[config.mk]
export PLATFORM = sky130hd
export DESIGN_NAME = boot_switch_ctrl
export DESIGN_NICKNAME = d
export VERILOG_FILES = /design/src/rtl/boot_switch_pkg.sv /design/src/rtl/boot_switch_edge.sv /design/src/rtl/boot_switch_timer.sv /design/src/rtl/boot_switch_fsm.sv /design/src/rtl/boot_switch_ctrl.sv
export SDC_FILE = /design/constraint.sdc
export NUM_CORES = 1
export LEC_CHECK = 0
export BUFFER_PORTS_ARGS = -buffer_cell sky130_fd_sc_hd__buf_2
export CAP_MARGIN = 20
export CORE_UTILIZATION = 40
export CTS_BUF_LIST = sky130_fd_sc_hd__clkbuf_4 sky130_fd_sc_hd__clkbuf_8
export DETAILED_ROUTE_END_ITERATION = 16
export PLACE_DENSITY = 0.68
export SETUP_SLACK_MARGIN = 0.15
export SYNTH_ARGS = -nofsm -noshare
export SYNTH_HDL_FRONTEND = slang
export SYNTH_SLANG_ARGS = --single-unit
[constraint.sdc]
create_clock -name clk -period 1.7 [get_ports clk]
set_clock_uncertainty 0.05 [all_clocks]
set_input_delay 0.34 -clock clk [delete_from_list [all_inputs] [get_ports clk]]
set_output_delay 0.34 -clock clk [all_outputs]
set_load 0.005 [all_outputs]
[src/rtl/boot_switch_pkg.sv]
package boot_switch_pkg;

    typedef enum logic [1:0] {
        ST_IDLE   = 2'd0,
        ST_LS_WIN = 2'd1,
        ST_HS_WIN = 2'd2
    } bsw_state_e;

endpackage

[src/rtl/boot_switch_edge.sv]
module boot_switch_edge #(
    parameter int N = 2
) (
    input  logic         clk,
    input  logic         rst_n,
    input  logic [N-1:0] din,
    output logic [N-1:0] fall
);

    logic [N-1:0] prev_q;

    for (genvar i = 0; i < N; i++) begin : g_ch
        always_ff @(posedge clk or negedge rst_n) begin
            if (!rst_n) prev_q[i] <= 1'b0;
            else        prev_q[i] <= din[i];
        end
        assign fall[i] = prev_q[i] & ~din[i];
    end

endmodule

[src/rtl/boot_switch_timer.sv]
module boot_switch_timer #(
    parameter int LIM = 2500
) (
    input  logic                                 clk,
    input  logic                                 rst_n,
    input  logic                                 clr,
    input  logic                                 inc,
    output logic [((LIM > 1) ? $clog2(LIM) : 1)-1:0] cnt,
    output logic                                 done
);

    localparam int CW = (LIM > 1) ? $clog2(LIM) : 1;
    localparam logic [CW-1:0] LAST = CW'(LIM - 1);

    always_ff @(posedge clk or negedge rst_n) begin
        if (!rst_n)   cnt <= '0;
        else if (clr) cnt <= '0;
        else if (inc) cnt <= cnt + 1'b1;
    end

    assign done = (cnt == LAST);

    // the count never passes the last window cycle
    p_cnt_bound_r5: assert property (@(posedge clk) disable iff (!rst_n)
        cnt <= LAST);

endmodule

[src/rtl/boot_switch_fsm.sv]
module boot_switch_fsm
    import boot_switch_pkg::*;
(
    input  logic       clk,
    input  logic       rst_n,
    input  logic       hs_drv,
    input  logic       ls_drv,
    input  logic       flag_hi,
    input  logic       ls_fall,
    input  logic       hs_fall,
    input  logic       tmr_done,
    output bsw_state_e state,
    output logic       tmr_clr,
    output logic       tmr_inc,
    output logic       win_open
);

    bsw_state_e nxt;
    logic       take_ls;
    logic       take_hs;

    assign take_ls = ~hs_drv & ls_fall;
    assign take_hs = ~hs_drv & hs_fall & ~ls_fall;

    always_ff @(posedge clk or negedge rst_n) begin
        if (!rst_n) state <= ST_IDLE;
        else        state <= nxt;
    end

    always_comb begin
        nxt = state;
        if (hs_drv) begin
            nxt = ST_IDLE;                       // ABORT
        end else if (take_ls) begin
            nxt = ST_LS_WIN;                     // OPEN_LS
        end else if (take_hs) begin
            nxt = ST_HS_WIN;                     // OPEN_HS
        end else begin
            unique case (state)
                ST_IDLE:   nxt = ST_IDLE;
                ST_LS_WIN: begin
                    if (ls_drv)        nxt = ST_IDLE;   // CANCEL
                    else if (tmr_done) nxt = ST_IDLE;   // EXPIRE
                end
                ST_HS_WIN: begin
                    if (ls_drv)                    nxt = ST_IDLE; // CANCEL
                    else if (!flag_hi && tmr_done) nxt = ST_IDLE; // EXPIRE
                end
                default:   nxt = ST_IDLE;
            endcase
        end
    end

    always_comb begin
        win_open = (state != ST_IDLE);
        tmr_clr  = take_ls | take_hs | (state == ST_IDLE)
                 | ((state == ST_HS_WIN) & flag_hi);
        tmr_inc  = win_open & ~tmr_clr & ~tmr_done;
    end

    // high-side drive always returns the machine to idle
    p_hs_abort_r10: assert property (@(posedge clk) disable iff (!rst_n)
        hs_drv |=> state == ST_IDLE);

    // low-side drive cancels an open window
    p_ls_cancel_r9: assert property (@(posedge clk) disable iff (!rst_n)
        (win_open && ls_drv && !hs_drv && !ls_fall && !hs_fall) |=> state == ST_IDLE);

    // the low-side edge wins when both edges come together
    p_edge_prio_r11: assert property (@(posedge clk) disable iff (!rst_n)
        (ls_fall && hs_fall && !hs_drv) |=> state == ST_LS_WIN);

endmodule

[src/rtl/boot_switch_ctrl.sv]
module boot_switch_ctrl
    import boot_switch_pkg::*;
#(
    parameter int WIN_CYC = 2500
) (
    input  logic clk,
    input  logic rst_n,
    input  logic hs_in,
    input  logic ls_in,
    input  logic hs_drv,
    input  logic ls_drv,
    input  logic vfloat_hi,
    output logic sw_en
);

    localparam int CW = (WIN_CYC > 1) ? $clog2(WIN_CYC) : 1;

    logic [1:0]    falls;
    logic          ls_fall;
    logic          hs_fall;
    logic          tmr_clr;
    logic          tmr_inc;
    logic          tmr_done;
    logic          win_open;
    logic [CW-1:0] cnt;
    bsw_state_e    state;

    boot_switch_edge #(.N(2)) u_edge (
        .clk   (clk),
        .rst_n (rst_n),
        .din   ({hs_in, ls_in}),
        .fall  (falls)
    );

    assign ls_fall = falls[0];
    assign hs_fall = falls[1];

    boot_switch_fsm u_fsm (
        .clk      (clk),
        .rst_n    (rst_n),
        .hs_drv   (hs_drv),
        .ls_drv   (ls_drv),
        .flag_hi  (vfloat_hi),
        .ls_fall  (ls_fall),
        .hs_fall  (hs_fall),
        .tmr_done (tmr_done),
        .state    (state),
        .tmr_clr  (tmr_clr),
        .tmr_inc  (tmr_inc),
        .win_open (win_open)
    );

    boot_switch_timer #(.LIM(WIN_CYC)) u_tmr (
        .clk   (clk),
        .rst_n (rst_n),
        .clr   (tmr_clr),
        .inc   (tmr_inc),
        .cnt   (cnt),
        .done  (tmr_done)
    );

    // The output gate is combinational, so both overrides act in the same cycle.
    assign sw_en = ~hs_drv & ~vfloat_hi & (ls_drv | win_open);

    p_hs_override_r2: assert property (@(posedge clk) disable iff (!rst_n)
        hs_drv |-> !sw_en);

    p_flag_block_r3: assert property (@(posedge clk) disable iff (!rst_n)
        vfloat_hi |-> !sw_en);

    p_ls_path_r4: assert property (@(posedge clk) disable iff (!rst_n)
        (ls_drv && !hs_drv && !vfloat_hi) |-> sw_en);

    // the high-side window counter is held cleared while the flag is high
    p_hs_hold_r7: assert property (@(posedge clk) disable iff (!rst_n)
        (state == ST_HS_WIN && vfloat_hi && !hs_drv && !ls_fall && !hs_fall) |=> cnt == '0);

    // the one-shot window keeps counting regardless of the flag
    p_oneshot_run_r6: assert property (@(posedge clk) disable iff (!rst_n)
        (state == ST_LS_WIN && !ls_drv && !hs_drv && !ls_fall && !hs_fall && !tmr_done)
        |=> (state == ST_LS_WIN && cnt == $past(cnt) + 1'b1));

    // an expired window falls back to idle
    p_expire_idle_r8: assert property (@(posedge clk) disable iff (!rst_n)
        (win_open && tmr_done && !vfloat_hi && !hs_drv && !ls_fall && !hs_fall) |=> state == ST_IDLE);

endmodule

==> results.ini, run 1 <==
[outcome]
status=finished clean

[synth]
ys_top_cells_by_count=dfrtp_1, nor2_1, xnor2_1
ys.flop_type=dfrtp_1
synthArstFlopShare_pct=100
yosys_warnings=0
syn_nets=89
yosysTopAreaCell=dfrtp_1
synth_top_area_share_pct=49.5
synth_enable_flop_cells=0
yosysUniqueCellTypes=27
syn-mean-instance-area_um2=9.98
yosys_register_bits=16
syn_area_um2=808
ys_seq_area_share_pct=49.5
synth_area_leaders=dfrtp_1, xnor2_1, nor2_1, nor2b_1, nor3_1
yosysMostFrequentCell=dfrtp_1
syn_inst=81

[floorplanning]
die_w_um=47.0
coreArea_um2=1800
start_util_pct=44.9
rows=15
pin_count=8
die_y_um=47.0
dieArea_um2=2200

[timing]
finalSetupTns_ns=0
worstMarginPinSlew_ns=0.359
worst_slack_ns=0.210
fin_crit_ns=1.49
slew_violations=0
hold_viol=0
slew_headroom_pct=76.1
fmax_mhz=671
post-route-period-util_pct=87.6
setup_viol=0
grt_setup_unrepaired=false

[worst_setup_path]
startpoint_type=flip-flop
cpPeakStageDelay_ns=0.41
path_delay_family=flip-flops
path_max_fanout=4
critPathKind=flip-flop to flip-flop
crit_buf_inv=0
cp-end-kind=flip-flop
crit_slowest_cell=dfrtp_1
critPathArrivalTime_ns=1.62
crit_chain=ha_2, nor2b_2, nand4_2, o2111ai_1, o21ai_1
critPathRequiredTime_ns=1.83

[cells_and_area]
drive_gt1_share_pct=20.4
final_nets=102
num_antenna_cells=0
final_core_util_pct=51.5
multi_input_area_um2=400
syn2layout_area_growth_pct=14.9
seq_area_um2=400
fillers=181
postLayoutCellArea_um2=928

[min_path]
hp-class=input port to flip-flop

[placement]
dp_slack_ns=0.217
dpl.hpwl_um=979
place_congestion=0.820
port-buffer-count=7
placed_area_um2=877

[drt]
finalWirelength_mm=1.45
drc=0
wl_per_cell_um=12.3
route.vias.total=611
dr.first_iter.drc_count=9
avgViaCountPerCell=5.18
drtPass1Iterations=5
ant_nets=0

[clocking]
clkTransAtPathRegs_ns=0.10
cts_buffers=3
clk_path_buf_depth=2
clock_latency_ns=0.29
clkSinkCount=16
htree_num_levels=1
cts-root-buf=clkbuf_4
cts_tree=yes

[power]
vdd_ir_drop_max_mv=0.587
p_total_uw=695
p_leak_nw=0.391
p_per_area_nw_per_um2=749

[run]
maxCapViolCount=0

[global_route]
grt_pass1_vias=548
antenna_found_initial=0
grt_max_degree=17
gr-total-overflow=0
grt_pass1_wl_mm=2.36
grt_util_all_layers_pct=16.0

==> cells in the final DEF, fill, tap and decap left out, types with 2 or more instances in the layout <==
cell      instances
dfrtp_1          16
nor2_1           14
xnor2_1           8
buf_2             7
nor3_1            6
nor2b_1           5
nand2_1           5
nand3_1           4
clkbuf_4          3
xor2_1            2
inv_1             2
==> worst reg2reg max path, stage by stage, from the launching register on <==
cell and delay, ns:
dfrtp_1 0.41, ha_2 0.23, nor2b_2 0.19, nand4_2 0.18, o2111ai_1 0.24, o21ai_1 0.09
==> routing by layer <==
layer	vias to the layer above	GRT usage (%)	part of all wire, %	wire length, um
met3	2	8.46	6.5	94
li1	298	-	-	-
met2	19	25.8	49	712
met5	-	0	0	0
met4	0	6.29	0.83	12
met1	292	17.8	44	634
==> cell families after synthesis <==
family                   count (synthesis)  synth area share [%]
multiplexers                             1                  1.24
AND/OR/NAND/NOR                         45                  31.6
AO/OA/AOI/OAI                            5                  3.71
buffers and inverters                    3                  1.55
XOR/XNOR                                10                  10.8
adder cells (fa/ha/maj)                  1                  1.55
flip-flops                              16                  49.5
==> flip-flops by register name, indices dropped and copies added (netlist names) <==
signal,cells
u_fsm.state,2
u_tmr.cnt,12
u_edge.prev_q,2
==> final cells by class <==
class | instances | area share (%)
multi-input cells | 62 | 43.1
inverters | 2 | 0.809
well taps | 25 | 3.37
clock buffers | 4 | 3.91
repair buffers | 9 | 5.66
flip-flops and latches | 16 | 43.1
==> worst paths after layout <==
kind | startpoint | to | slack, ns | cells after the start
worst max-delay path | u_tmr.cnt[0]$_DFFE_PN0P_ | u_fsm.state[1]$_DFFE_PN0P_ | 0.21 | 5
worst min-delay path | hs_in | u_edge.prev_q[1]$_DFF_PN0_ | 0.11 | 1
worst max register to register | u_tmr.cnt[0]$_DFFE_PN0P_ | u_fsm.state[1]$_DFFE_PN0P_ | 0.21 | 5
worst min register to register | u_tmr.cnt[11]$_DFFE_PN0P_ | u_tmr.cnt[11]$_DFFE_PN0P_ | 0.50 | 2
max in group asynchronous | rst_n | u_fsm.state[0]$_DFFE_PN0P_ | 0.91 | 2
min in group asynchronous | rst_n | u_tmr.cnt[2]$_DFFE_PN0P_ | 0.43 | 2
==> what timing repair did <==
item | in CTS | in global routing
hold endpoints to repair | 16 | 0
setup buffers | 0 | 0
resized for setup | 0 | 2
endpoints found under the setup margin | 0 | 4
hold buffers | 1 | 0
==> where the power goes <==
group	switching (mW)	internal, mW
sequential	0.00534	0.387
combinational	0.0254	0.0184
clock	0.128	0.131
total	0.159	0.536
==> metrics by stage <==
step / hold WS (ns) / instances
after floorplan: -0.00559 / 81
after global placement: 0.222 / 113
after detailed placement: 0.222 / 113
after CTS: 0.104 / 118
after global routing: 0.0986 / 118
final: 0.112 / 118
Power figures use the tool's default switching activity.
==> inputs of run 2 (changes only) <==
Clock period 1.7 ns to 1.9 ns, I/O delays scaled along.
==> results.ini, run 2 (same netlist as run 1, synthesis figures left out) <==
[worst_setup_path]
cp-end-kind=flip-flop  ; unchanged
critPathArrivalTime_ns=1.65  ; was 1.62 ns
crit_start=u_tmr.cnt[0]$_DFFE_PN0P_  ; unchanged
reg2reg_from=u_tmr.cnt[0]$_DFFE_PN0P_  ; unchanged
critPathRequiredTime_ns=2.03  ; was 1.83 ns
critPathKind=flip-flop to flip-flop  ; unchanged
path_max_fanout=4  ; unchanged
startpoint_type=flip-flop  ; unchanged

[placement]
dp_slack_ns=0.417  ; was 0.217 ns
dpl.hpwl_um=979  ; about the same
port-buffer-count=7  ; unchanged
placed_area_um2=877  ; unchanged
place_congestion=0.820  ; unchanged
dp.cells=113  ; unchanged

[power]
vdd_ir_drop_max_mv=0.525  ; was 0.587 mV
p_per_area_nw_per_um2=673  ; was 749 nW/um^2
p_leak_nw=0.394  ; was 0.391 nW
p_total_uw=622  ; was 695 uW

[cells_and_area]
mostFrequentLayoutCell=dfrtp_1  ; unchanged
multi_input_area_um2=395  ; was 400 um^2
num_antenna_cells=0  ; unchanged
postLayoutCellArea_um2=923  ; was 928 um^2
seq_area_um2=400  ; unchanged
final_core_util_pct=51.2  ; was 51.5%
top_regs=u_tmr.cnt x12, u_edge.prev_q x2, u_fsm.state x2  ; unchanged
fillers=179  ; was 181
stdcell_count=118  ; unchanged
drive_gt1_share_pct=18.3  ; was 20.4%
syn2layout_area_growth_pct=14.2  ; was 14.9%
final_cell_mix=dfrtp_1, nor2_1, xnor2_1, buf_2  ; was dfrtp_1, nor2_1, xnor2_1, buf_2, nor3_1
largest_register_ffs=12  ; unchanged
largest-register=u_tmr.cnt  ; unchanged
final_nets=102  ; unchanged

[min_path]
worstHoldStart=hs_in  ; unchanged
hp-class=input port to flip-flop  ; unchanged

[drt]
ant_nets=0  ; unchanged
drc=0  ; unchanged
route.vias.total=609  ; was 611
finalWirelength_mm=1.42  ; was 1.45 mm
avgViaCountPerCell=5.16  ; was 5.18
drtPass1Iterations=4  ; was 5
wl_per_cell_um=12.0  ; was 12.3 um
dr.first_iter.drc_count=13  ; was 9

[clocking]
clock_latency_ns=0.29  ; about the same
cts-root-buf=clkbuf_4  ; unchanged
cts_resized=0  ; unchanged
htree_num_levels=1  ; unchanged
cts_buffers=3  ; unchanged
cts_tree=yes  ; unchanged
clkSinkCount=16  ; unchanged
clk_path_buf_depth=2  ; unchanged
clkTransAtPathRegs_ns=0.10  ; about the same

[run]
maxCapViolCount=0  ; unchanged

[global_route]
grt_max_degree=17  ; unchanged
gr-total-overflow=0  ; unchanged
grt_util_all_layers_pct=15.9  ; was 16.0%
antenna_found_initial=0  ; unchanged
grt_pass1_wl_mm=2.35  ; was 2.36 mm
grt_pass1_vias=547  ; was 548

[timing]
worstMarginPinSlew_ns=0.359  ; about the same
fin_crit_ns=1.52  ; was 1.49 ns
slew_violations=0  ; unchanged
slew_headroom_pct=76.1  ; about the same
finalSetupTns_ns=0  ; unchanged
post-route-period-util_pct=79.8  ; was 87.6%
timing.hold.ws_ns=0.153  ; was 0.112 ns
worst_slack_ns=0.384  ; was 0.210 ns
setup_viol=0  ; unchanged
grt_setup_unrepaired=false  ; unchanged
fmax_mhz=660  ; was 671 MHz
hold_viol=0  ; unchanged

[floorplanning]
rows=15  ; unchanged
coreArea_um2=1800  ; unchanged
die_w_um=47.0  ; unchanged
die_y_um=47.0  ; unchanged
start_util_pct=44.9  ; unchanged
dieArea_um2=2200  ; unchanged
pin_count=8  ; unchanged

[outcome]
status=finished clean  ; unchanged

run 2: final cells by class:
cell class,count,share of cell area (%)
clock buffer,4,3.93
inverter,2,0.813
multi-input combinational,62,42.8
sequential,16,43.4
tap,25,3.39
timing repair buffer,9,5.69
run 2: final timing paths:
path                                                   end  slack (ns)  cells past startpoint
worst max-delay path            u_fsm.state[1]$_DFFE_PN0P_        0.38                      5
worst min-delay path            u_edge.prev_q[1]$_DFF_PN0_        0.15                      1
worst max register to register  u_fsm.state[1]$_DFFE_PN0P_        0.38                      5
worst min register to register   u_tmr.cnt[11]$_DFFE_PN0P_        0.50                      2
max in group asynchronous       u_fsm.state[1]$_DFFE_PN0P_        1.07                      2
min in group asynchronous         u_tmr.cnt[2]$_DFFE_PN0P_        0.47                      2
run 2: timing repair:
| action | CTS | global route |
|---|---|---|
| setup buffers | 0 | 0 |
| hold buffers | 1 | 0 |
| endpoints found under the hold margin | 16 | 0 |
run 2: power by group:
group          total (mW)  internal (mW)  switching (mW)  leakage (nW)
Sequential          0.351          0.346         0.00461         0.217
Clock               0.232          0.117           0.115        0.0210
Combinational      0.0391         0.0163          0.0228         0.155
Total               0.622          0.479           0.142         0.394
run 2: routing by layer:
metal	vias to the layer above	global-route usage [%]	share of wire, %
li1	299	-	-
met2	20	25.8	49
met1	288	17.6	44
met3	2	8.46	6.2
met5	-	0	0
met4	0	6.29	0.84
run 2: worst max-delay path, cell delays in order, from the launching register on:
cell       delay [ns]
dfrtp_1          0.40
ha_1             0.23
nor2b_1          0.22
nand4_2          0.19
o2111ai_1        0.23
o21ai_1          0.09
==> inputs of run 3 (changes only) <==
Clock period 1.9 ns to 1.4 ns, I/O delays scaled along.
==> results.ini, run 3 (same netlist as run 1, synthesis figures left out) <==
[outcome]
status=finished clean  ; unchanged

[clocking]
clock_latency_ns=0.29  ; about the same
cts-root-buf=clkbuf_4  ; unchanged
clk_path_buf_depth=2  ; unchanged
cts_buffers=3  ; unchanged
cts_tree=yes  ; unchanged
clkTransAtPathRegs_ns=0.10  ; about the same
clkSinkCount=16  ; unchanged
htree_num_levels=1  ; unchanged

[power]
vdd_ir_drop_max_mv=0.488  ; was 0.525 mV
p_leak_nw=0.501  ; was 0.394 nW
p_total_uw=872  ; was 622 uW
p_per_area_nw_per_um2=734  ; was 673 nW/um^2

[global_route]
use_met2_pct=30.3  ; was 25.8%
grt_util_all_layers_pct=18.5  ; was 15.9%
grt.busiest_layer=met2  ; unchanged
grt_pass1_wl_mm=2.79  ; was 2.35 mm
gr-total-overflow=0  ; unchanged
grt_use_met1_pct=23.6  ; was 17.6%
grt.met3_usage_pct=5.77  ; was 8.46%
antenna_found_initial=0  ; unchanged
grt_max_degree=17  ; unchanged
grt_pass1_vias=643  ; was 547

[timing]
post-route-period-util_pct=99.3  ; was 79.8%
slew_violations=0  ; unchanged
grt_setup_unrepaired=true  ; was false
worst_slack_ns=0.0103  ; was 0.384 ns
fmax_mhz=720  ; was 660 MHz
slew_headroom_pct=75.1  ; was 76.1%
hold_viol=0  ; unchanged
finalSetupTns_ns=0  ; unchanged
worstMarginPinSlew_ns=0.373  ; was 0.359 ns
setup_viol=0  ; unchanged
fin_crit_ns=1.39  ; was 1.52 ns

[floorplanning]
pin_count=8  ; unchanged
die_y_um=47.0  ; unchanged
rows=15  ; unchanged
coreArea_um2=1800  ; unchanged
start_util_pct=44.9  ; unchanged
dieArea_um2=2200  ; unchanged
die_w_um=47.0  ; unchanged

[worst_setup_path]
cp-end-kind=flip-flop  ; unchanged
crit_slowest_cell=dfrtp_1  ; unchanged
critPathKind=flip-flop to flip-flop  ; unchanged
crit_chain=nor4_4, nand4_4, o2111ai_2, o21ai_1  ; was ha_1, nor2b_1, nand4_2, o2111ai_1, o21ai_1
path_max_fanout=4  ; unchanged
critPathArrivalTime_ns=1.52  ; was 1.65 ns
path_delay_family=simple AND/OR/NAND/NOR gates  ; unchanged
critPathRequiredTime_ns=1.53  ; was 2.03 ns
crit_buf_inv=0  ; unchanged
cpPeakStageDelay_ns=0.42  ; was 0.40 ns
startpoint_type=flip-flop  ; unchanged

[cells_and_area]
syn2layout_area_growth_pct=46.9  ; was 14.2%
largest_register_ffs=12  ; unchanged
fillers=157  ; was 179
largest-register=u_tmr.cnt  ; unchanged
mostFrequentLayoutCell=buf_4  ; was dfrtp_1
final_nets=117  ; was 102
final_cell_mix=buf_4, nor2_1, dfrtp_1, xnor2_1, buf_2  ; was dfrtp_1, nor2_1, xnor2_1, buf_2
drive_gt1_share_pct=49.1  ; was 18.3%
num_antenna_cells=0  ; unchanged
final_core_util_pct=65.9  ; was 51.2%
top_regs=u_tmr.cnt x12, u_edge.prev_q x2, u_fsm.state x2  ; unchanged

[drt]
wl_per_cell_um=14.2  ; was 12.0 um
drtPass1Iterations=4  ; unchanged
avgViaCountPerCell=5.22  ; was 5.16
finalWirelength_mm=1.89  ; was 1.42 mm
drc=0  ; unchanged
dr.first_iter.drc_count=12  ; was 13
ant_nets=0  ; unchanged
route.vias.total=694  ; was 609

[placement]
dp_slack_ns=0.00774  ; was 0.417 ns
port-buffer-count=7  ; unchanged
place_congestion=0.704  ; was 0.820
dpl.hpwl_mm=1.06  ; was 979 um

[run]
maxCapViolCount=0  ; unchanged

[min_path]
hp-class=input port to flip-flop  ; unchanged

run 3: cell types whose count changed in the layout (fill, tap and decap cells not counted), sizes merged:
cell / delta
buf: +15
run 3: what timing repair did:
action                                  in CTS  in global routing
resized for setup                           11                 25
endpoints found under the hold margin       16                  0
pin swaps                                    8                 11
endpoints found under the setup margin      11                 15
buffers inserted                             4                  5
hold buffers                                 1                  0
gates cloned                                 0                  1
run 3: final cells by class:
cell class                 instances  area [um^2]  share of cell area (%)
clock buffer                       4         36.3                    3.06
inverter                           2         7.51                   0.632
multi-input combinational         62          531                    44.7
sequential                        16          405                    34.1
tap                               25         31.3                    2.63
timing repair buffer              24          176                    14.9
run 3: worst register-to-register path, delay by kind of cell, from the launching register on:
kind / cells / cell delay [ns]
compound gates: 2 / 0.28
flops: 1 / 0.42
simple gates: 2 / 0.53
run 3: power by group:
group	switching, mW	internal [mW]	total [mW]
Sequential	0.00559	0.470	0.475
Combinational	0.0420	0.0355	0.0775
Clock	0.160	0.159	0.319
Total	0.208	0.664	0.872
run 3: per-stage QoR:
stage | instance area (um^2) | instances | hold WS (ns)
after floorplan | 813 | 81 | -0.0656
after detailed placement | 920 | 118 | 0.160
final | 1190 | 133 | 0.0537
after global routing | 1190 | 133 | 0.0385
after CTS | 1050 | 127 | 0.0424
after global placement | 920 | 118 | 0.158
run 3: per-layer routing:
metal | routed length, um | up-vias
met1 | 842 | 347
met5 | 0 | -
met4 | 21 | 0
li1 | - | 331
met3 | 59 | 4
met2 | 965 | 12
run 3: path summary, 6_finish.rpt:
check / from / endpoint / slack [ns] / cells past startpoint
max: u_tmr.cnt[4]$_DFFE_PN0P_ / u_fsm.state[1]$_DFFE_PN0P_ / 0.01 / 4
min: hs_in / u_edge.prev_q[1]$_DFF_PN0_ / 0.05 / 1
max reg2reg: u_tmr.cnt[4]$_DFFE_PN0P_ / u_fsm.state[1]$_DFFE_PN0P_ / 0.01 / 4
min reg2reg: u_tmr.cnt[11]$_DFFE_PN0P_ / u_tmr.cnt[11]$_DFFE_PN0P_ / 0.51 / 2
max in group asynchronous: rst_n / u_tmr.cnt[2]$_DFFE_PN0P_ / 0.63 / 2
min in group asynchronous: rst_n / u_tmr.cnt[7]$_DFFE_PN0P_ / 0.37 / 2
